--- config.mk ---
export PLATFORM = sky130hd
export DESIGN_NAME = local_tick_timer
export DESIGN_NICKNAME = d
export VERILOG_FILES = /design/src/rtl/ltt_pkg.sv /design/src/rtl/ltt_prescale.sv /design/src/rtl/ltt_count.sv /design/src/rtl/local_tick_timer.sv
export SDC_FILE = /design/constraint.sdc
export NUM_CORES = 1
export LEC_CHECK = 0
export BUFFER_PORTS_ARGS = -buffer_cell sky130_fd_sc_hd__buf_2
export CORE_MARGIN = 3
export CORE_UTILIZATION = 62
export CTS_CLUSTER_SIZE = 10
export DETAILED_ROUTE_END_ITERATION = 7
export PLACE_DENSITY = 0.92
export SYNTH_ARGS = -nofsm -noshare
export SYNTH_HDL_FRONTEND = slang
export SYNTH_SLANG_ARGS = --single-unit
--- constraint.sdc ---
create_clock -name clk -period 4.65 [get_ports clk]
set_input_delay 0.2325 -clock clk [delete_from_list [all_inputs] [get_ports clk]]
set_output_delay 0.2325 -clock clk [all_outputs]
set_load 0.02 [all_outputs]
--- src/rtl/ltt_pkg.sv ---
package ltt_pkg;

    // register indices; fixed because software addresses them
    localparam logic [7:0] IDX_ENTRY = 8'h32;
    localparam logic [7:0] IDX_INIT  = 8'h38;
    localparam logic [7:0] IDX_CUR   = 8'h39;
    localparam logic [7:0] IDX_DIV   = 8'h3E;

    localparam int SHIFT_W = 3;
    localparam int VEC_W   = 8;

    typedef struct packed {
        logic             periodic;
        logic             masked;
        logic [VEC_W-1:0] vec;
    } ltt_entry_t;

    localparam ltt_entry_t ENTRY_RST = '{periodic: 1'b0, masked: 1'b1, vec: '0};
    localparam logic TRIG_EDGE = 1'b0;

endpackage

--- src/rtl/ltt_prescale.sv ---
module ltt_prescale #(
    parameter int SHIFT_W = 3
) (
    input  logic               clk,
    input  logic               rst_n,
    input  logic               restart,
    input  logic [SHIFT_W-1:0] shift,
    output logic               tick
);
    localparam int PRE_W = (1 << SHIFT_W) - 1;

    typedef struct packed {
        logic [PRE_W-1:0] pre;
    } pre_t;

    pre_t             s_d, s_q;
    logic [PRE_W-1:0] low_mask;

    always_comb begin
        s_d      = s_q;
        low_mask = (PRE_W'(1) << shift) - PRE_W'(1);
        tick     = (s_q.pre & low_mask) == low_mask;
        if (restart) begin
            s_d.pre = '0;
        end else begin
            s_d.pre = s_q.pre + PRE_W'(1);
        end
    end

    always_ff @(posedge clk or negedge rst_n) begin
        if (!rst_n) begin
            s_q <= '0;
        end else begin
            s_q <= s_d;
        end
    end

endmodule

--- src/rtl/ltt_count.sv ---
module ltt_count #(
    parameter int CNT_W = 32,
    parameter int VEC_W = 8
) (
    input  logic             clk,
    input  logic             rst_n,
    input  logic             load,
    input  logic [CNT_W-1:0] load_val,
    input  logic             tick,
    input  logic             periodic,
    input  logic             masked,
    input  logic [VEC_W-1:0] vec,
    output logic [CNT_W-1:0] cur,
    output logic [CNT_W-1:0] init,
    output logic             irq_req,
    output logic [VEC_W-1:0] irq_vec
);
    typedef struct packed {
        logic [CNT_W-1:0] init;
        logic [CNT_W-1:0] cur;
        logic             irq;
        logic [VEC_W-1:0] vec;
    } cnt_t;

    cnt_t s_d, s_q;
    logic running;

    always_comb begin
        s_d     = s_q;
        s_d.irq = 1'b0;
        running = s_q.init != '0;
        if (load) begin
            s_d.init = load_val;
            s_d.cur  = load_val;
        end else if (tick && running) begin
            if (s_q.cur == '0) begin
                // zero reached earlier: periodic reloads, one-shot holds
                if (periodic) begin
                    s_d.cur = s_q.init;
                end
            end else begin
                s_d.cur = s_q.cur - CNT_W'(1);
                if (s_q.cur == CNT_W'(1) && !masked) begin
                    s_d.irq = 1'b1;
                    s_d.vec = vec;
                end
            end
        end
    end

    always_ff @(posedge clk or negedge rst_n) begin
        if (!rst_n) begin
            s_q <= '0;
        end else begin
            s_q <= s_d;
        end
    end

    assign cur     = s_q.cur;
    assign init    = s_q.init;
    assign irq_req = s_q.irq;
    assign irq_vec = s_q.vec;

endmodule

--- src/rtl/local_tick_timer.sv ---
module local_tick_timer
    import ltt_pkg::*;
#(
    parameter int CNT_W = 32
) (
    input  logic              clk,
    input  logic              rst_n,
    input  logic              reg_wr,
    input  logic [7:0]        reg_addr,
    input  logic [31:0]       reg_wdata,
    output logic [31:0]       reg_rdata,
    output logic              irq_req,
    output logic [VEC_W-1:0]  irq_vector,
    output logic              irq_level
);
    typedef struct packed {
        logic [SHIFT_W-1:0] code;
        ltt_entry_t         ent;
    } cfg_t;

    cfg_t               c_d, c_q;
    logic               load_init;
    logic               tick;
    logic [SHIFT_W-1:0] shift;
    logic [CNT_W-1:0]   cnt_cur;
    logic [CNT_W-1:0]   cnt_init;

    always_comb begin
        c_d       = c_q;
        load_init = reg_wr && (reg_addr == IDX_INIT);
        if (reg_wr && reg_addr == IDX_DIV) begin
            c_d.code = {reg_wdata[3], reg_wdata[1:0]};
        end
        if (reg_wr && reg_addr == IDX_ENTRY) begin
            c_d.ent = '{periodic: reg_wdata[17], masked: reg_wdata[16],
                        vec: reg_wdata[VEC_W-1:0]};
        end
        shift = c_q.code + SHIFT_W'(1);
    end

    always_ff @(posedge clk or negedge rst_n) begin
        if (!rst_n) begin
            c_q <= '{code: '0, ent: ENTRY_RST};
        end else begin
            c_q <= c_d;
        end
    end

    ltt_prescale #(.SHIFT_W(SHIFT_W)) u_pre (
        .clk     (clk),
        .rst_n   (rst_n),
        .restart (load_init),
        .shift   (shift),
        .tick    (tick)
    );

    ltt_count #(.CNT_W(CNT_W), .VEC_W(VEC_W)) u_cnt (
        .clk      (clk),
        .rst_n    (rst_n),
        .load     (load_init),
        .load_val (reg_wdata[CNT_W-1:0]),
        .tick     (tick),
        .periodic (c_q.ent.periodic),
        .masked   (c_q.ent.masked),
        .vec      (c_q.ent.vec),
        .cur      (cnt_cur),
        .init     (cnt_init),
        .irq_req  (irq_req),
        .irq_vec  (irq_vector)
    );

    always_comb begin
        reg_rdata = '0;
        case (reg_addr)
            IDX_ENTRY: reg_rdata = {14'd0, c_q.ent.periodic, c_q.ent.masked,
                                    8'd0, c_q.ent.vec};
            IDX_INIT:  reg_rdata = 32'(cnt_init);
            IDX_CUR:   reg_rdata = 32'(cnt_cur);
            IDX_DIV:   reg_rdata = {28'd0, c_q.code[2], 1'b0, c_q.code[1:0]};
            default:   reg_rdata = '0;
        endcase
    end

    assign irq_level = TRIG_EDGE;

endmodule

==> reports/qor.log <==
[outcome] outcome finished, final reports clean
[sta] post-route fraction of the period consumed by the critical path 0.757
[placement] Setup Slack @ Placement 1.21 ns
[die] placeable core region 0.00834 sq mm
[min_path] HP Class in2reg
[sta] final hold violation count 0
[finish] number of nets in the layout 701
[clock_network] clock slew at the register clock pins of the worst setup and hold paths 0.09 ns
[critical_path] Crit Path Category reg2reg
[grt] largest net degree at the start of global routing 49
[synth] most common flop cell mapped by yosys sky130_fd_sc_hd__dfrtp_1
[synth] count of state elements after synthesis 93
[synth] Post-Syn Instances 588
[grt] initial antenna violation count 0
[die] number of rows created at floorplan 33
[critical_path] arrival time at the worst endpoint 3.77 ns
[critical_path] stage delay of the slowest cell on the critical path 0.86 ns
[pwr] cell area power density 375 mW/mm^2
[finish] Ant. Diodes 0
[grt] vias in the first global route 5048
[placement] half-perimeter wire length after placement 10300 microns
[sta] maximum clock skew at final layout 0.0101 ns
[clock_network] buffer cell driving the clock tree root sky130_fd_sc_hd__clkbuf_8
[synth] Netlist Area Pre-Place 0.00540 sq mm
[pwr] leakage dissipation 3.01 nW
[sta] peak clock frequency supported by timing 0.284 GHz
[finish] area taken by multi-input logic gates 0.00285 sq mm
[synth] synthesized area per cell 9.19 sq um
[sta] smallest hold slack 0.0721 ns
[clock_network] CTS tree done
[grt] remaining global-route overflow 0
[clock_network] Clock Latency Late Sink 0.36 ns
[sta] unrepaired setup endpoints after global routing false
[clock_network] clk sink count 93
[finish] proportion of layout cells with a drive suffix above 1 0.220
[finish] Area growth, synth to finish 12.6%
[sta] final number of max-transition violations 0
[sta] headroom to the max-slew limit 0.340
[die] Die H 99.4 microns
[placement] routability congestion estimate 0.965
[synth] Seq/Total Area, Yosys 0.431
[sta] Tightest Pin Transition 0.983 ns
[routing] DRC violations left 0
[sta] final worst setup slack 1.13 ns
[synth] Synthesis Warnings 0
[grt] GRT Util Overall 0.309
[synth] net count after synthesis 636
[synth] share of the synthesized area in the top cell type 0.426
[critical_path] cell breakdown of the critical path or3_1 > ha_1 > nor4b_1 > a311oi_1 > o32ai_1 > or2_2 > nor4_4 > mux2_4
[placement] Port Buf Inserts 83
[sta] # setup viols final 0
[finish] Fillers 601
[synth] share of flip-flops with an asynchronous set or reset after synthesis 1.00
[clock_network] buffer depth of the longest clock path 2
[die] die area 0.00987 sq mm
[sta] setup tns final 0 ns
[clock_network] H-tree Lvls 3
[synth] cells taking the most area after synthesis sky130_fd_sc_hd__dfrtp_1, sky130_fd_sc_hd__nand2_1, sky130_fd_sc_hd__a22o_1, sky130_fd_sc_hd__mux2_2, sky130_fd_sc_hd__nor2_1
[critical_path] worst-path maximum fanout 12
[clock_network] Setup Fix Bufs, Post-CTS 0
[pwr] Peak supply drop 168 uV
[routing] vias per inst 6.68
[routing] mean routed wirelength per cell 19.6 microns
[clock_network] total CTS buffers 9
[routing] total vias in the final route 5097
[die] Die Span X 99.4 microns
[critical_path] Crit. End Element flip-flop
[routing] detailed-router iteration count before antenna repair 7
[synth] number of enable-type register cells in the synthesized netlist 0
[die] effective utilization at floorplan 0.648
[routing] count of antenna-violating nets left after detailed routing 0
[sta] Final Critical Period 3.52 ns
[routing] DR iter-0 viols 477
[synth] cell taking the most area after synthesis sky130_fd_sc_hd__dfrtp_1
[die] Top Ports 85
[routing] wire length reported by the detailed router 14900 microns
[critical_path] Worst Path Required 4.90 ns
[synth] number of distinct standard cells referenced by the synthesized netlist 66
[critical_path] Critical Path Start Type flip-flop
[job] max_cap viols 0
[clock_network] post-CTS resize count 0
[finish] footprint of the flip-flops and latches 0.00233 sq mm
[grt] first-pass GRT wire length 24800 microns
[critical_path] library cell contributing the largest single delay on the critical path sky130_fd_sc_hd__nor4_4
cell type report:
| type | count | share of cell area |
|---|---|---|
| Tap cell | 105 | 0.0216 |
| Multi-Input combinational cell | 443 | 0.469 |
| Inverter | 13 | 0.00802 |
| Timing Repair Buffer | 93 | 0.0814 |
| Clock inverter | 5 | 0.0138 |
| Clock buffer | 11 | 0.0232 |
| Sequential cell | 93 | 0.383 |
final timing paths:
| kind | cells after the start | end | slack, ns | startpoint |
|---|---|---|---|---|
| worst max-delay path | 8 | u_cnt.irq_vec[2] | 1.13 | c_q[11] |
| worst min register to register | 1 | u_pre.s_q[0] | 0.50 | u_pre.s_q[0] |
| min in group asynchronous | 2 | u_cnt.irq_vec[1] | 0.42 | rst_n |
| max in group asynchronous | 3 | u_cnt.cur[3] | 3.23 | rst_n |
| worst max register to register | 8 | u_cnt.irq_vec[2] | 1.13 | c_q[11] |
| worst min-delay path | 3 | u_cnt.init[15] | 0.07 | reg_wdata[15] |
cells in the final DEF (no fill, tap or decap), types with 4 or more instances in the layout:
master | Yosys | final
sky130_fd_sc_hd__a221o_1 | 5 | 5
sky130_fd_sc_hd__inv_1 | 13 | 13
sky130_fd_sc_hd__or4_1 | 5 | 5
sky130_fd_sc_hd__nor3_1 | 7 | 7
sky130_fd_sc_hd__a22o_1 | 26 | 26
sky130_fd_sc_hd__nand2_1 | 121 | 121
sky130_fd_sc_hd__or3_1 | 6 | 6
sky130_fd_sc_hd__a22oi_1 | 7 | 7
sky130_fd_sc_hd__mux2i_1 | 8 | 8
sky130_fd_sc_hd__a21o_1 | 9 | 9
sky130_fd_sc_hd__dfrtp_1 | 92 | 92
sky130_fd_sc_hd__nor4_1 | 16 | 16
sky130_fd_sc_hd__xor2_1 | 7 | 7
sky130_fd_sc_hd__o31ai_1 | 8 | 8
sky130_fd_sc_hd__and2_1 | 5 | 4
sky130_fd_sc_hd__and3_1 | 9 | 9
sky130_fd_sc_hd__mux2_2 | 17 | 17
sky130_fd_sc_hd__buf_2 | 7 | 82
sky130_fd_sc_hd__o21ai_0 | 24 | 24
sky130_fd_sc_hd__ha_1 | 5 | 5
sky130_fd_sc_hd__a21oi_1 | 18 | 18
sky130_fd_sc_hd__mux2_4 | 8 | 8
sky130_fd_sc_hd__clkbuf_8 | 0 | 10
sky130_fd_sc_hd__nand4_1 | 8 | 8
sky130_fd_sc_hd__buf_4 | 2 | 10
sky130_fd_sc_hd__o211ai_1 | 4 | 4
sky130_fd_sc_hd__nand3_1 | 12 | 12
sky130_fd_sc_hd__nor2_1 | 39 | 39
sky130_fd_sc_hd__xnor2_1 | 13 | 13
synth_stat cells, types with 8 or more instances:
cell and number:
sky130_fd_sc_hd__a21o_1 9, sky130_fd_sc_hd__nor4_1 16, sky130_fd_sc_hd__o21ai_0 24, sky130_fd_sc_hd__mux2_4 8, sky130_fd_sc_hd__a22o_1 26, sky130_fd_sc_hd__nand2_1 121
sky130_fd_sc_hd__and3_1 9, sky130_fd_sc_hd__a21oi_1 18, sky130_fd_sc_hd__nand3_1 12, sky130_fd_sc_hd__xnor2_1 13, sky130_fd_sc_hd__mux2_2 17, sky130_fd_sc_hd__dfrtp_1 92
sky130_fd_sc_hd__clkbuf_1 25, sky130_fd_sc_hd__inv_1 13, sky130_fd_sc_hd__nand4_1 8, sky130_fd_sc_hd__o31ai_1 8, sky130_fd_sc_hd__nor2_1 39, sky130_fd_sc_hd__mux2i_1 8
state kept, by name, summed over array words and instances, names as in the netlist:
name           count
u_cnt.irq_req      1
c_q               13
u_pre.s_q          7
u_cnt.cur         32
u_cnt.init        32
u_cnt.irq_vec      8
worst max-delay path: cells and delay by family (launching register included):
kind            cells  cell delay, ns
simple gates        4            1.80
flops               1            0.51
compound gates      2            0.49
mux                 1            0.35
fa+ha+maj           1            0.25
cells by family after synthesis:
family,Yosys count,share of synthesized area
AO/OA/AOI/OAI,137,0.185
XOR/XNOR,20,0.0324
adder cells (fa/ha/maj),5,0.0116
buffers and inverters,52,0.0433
flip-flops,93,0.431
multiplexers,33,0.0725
other,1,0.000694
AND/OR/NAND/NOR,247,0.224
routing by layer:
metal	wire [microns]	share of wire	global-route usage
met5	0	0	0
met3	1770	0.12	0.0491
met1	5850	0.39	0.425
met2	6900	0.46	0.498
met4	403	0.027	0.109
report_power, final:
part / switching, W / internal, W / total (W)
clock: 0.000287 / 0.000319 / 0.000606
sequential: 0.000227 / 0.000940 / 0.00117
combinational: 0.000271 / 0.000236 / 0.000507
total: 0.000786 / 0.00149 / 0.00228
repair_timing:
| item | in CTS | in global routing |
|---|---|---|
| hold buffers | 1 | 0 |
| endpoints found under the hold margin | 46 | 0 |
| endpoints found under the setup margin | 0 | 0 |
stage by stage:
stage / total power (W) / area, sq um / std cells / utilization
after CTS: 0.00226 / 6080 / 763 / 0.729
after global routing: 0.00238 / 6080 / 763 / 0.729
after global placement: 0.00162 / 5850 / 746 / 0.701
after detailed placement: 0.00166 / 5850 / 746 / 0.701
final: 0.00228 / 6080 / 763 / 0.729
after floorplan: 0.00149 / 5400 / 588 / -
No activity file was read; power rests on OpenSTA's default activity.
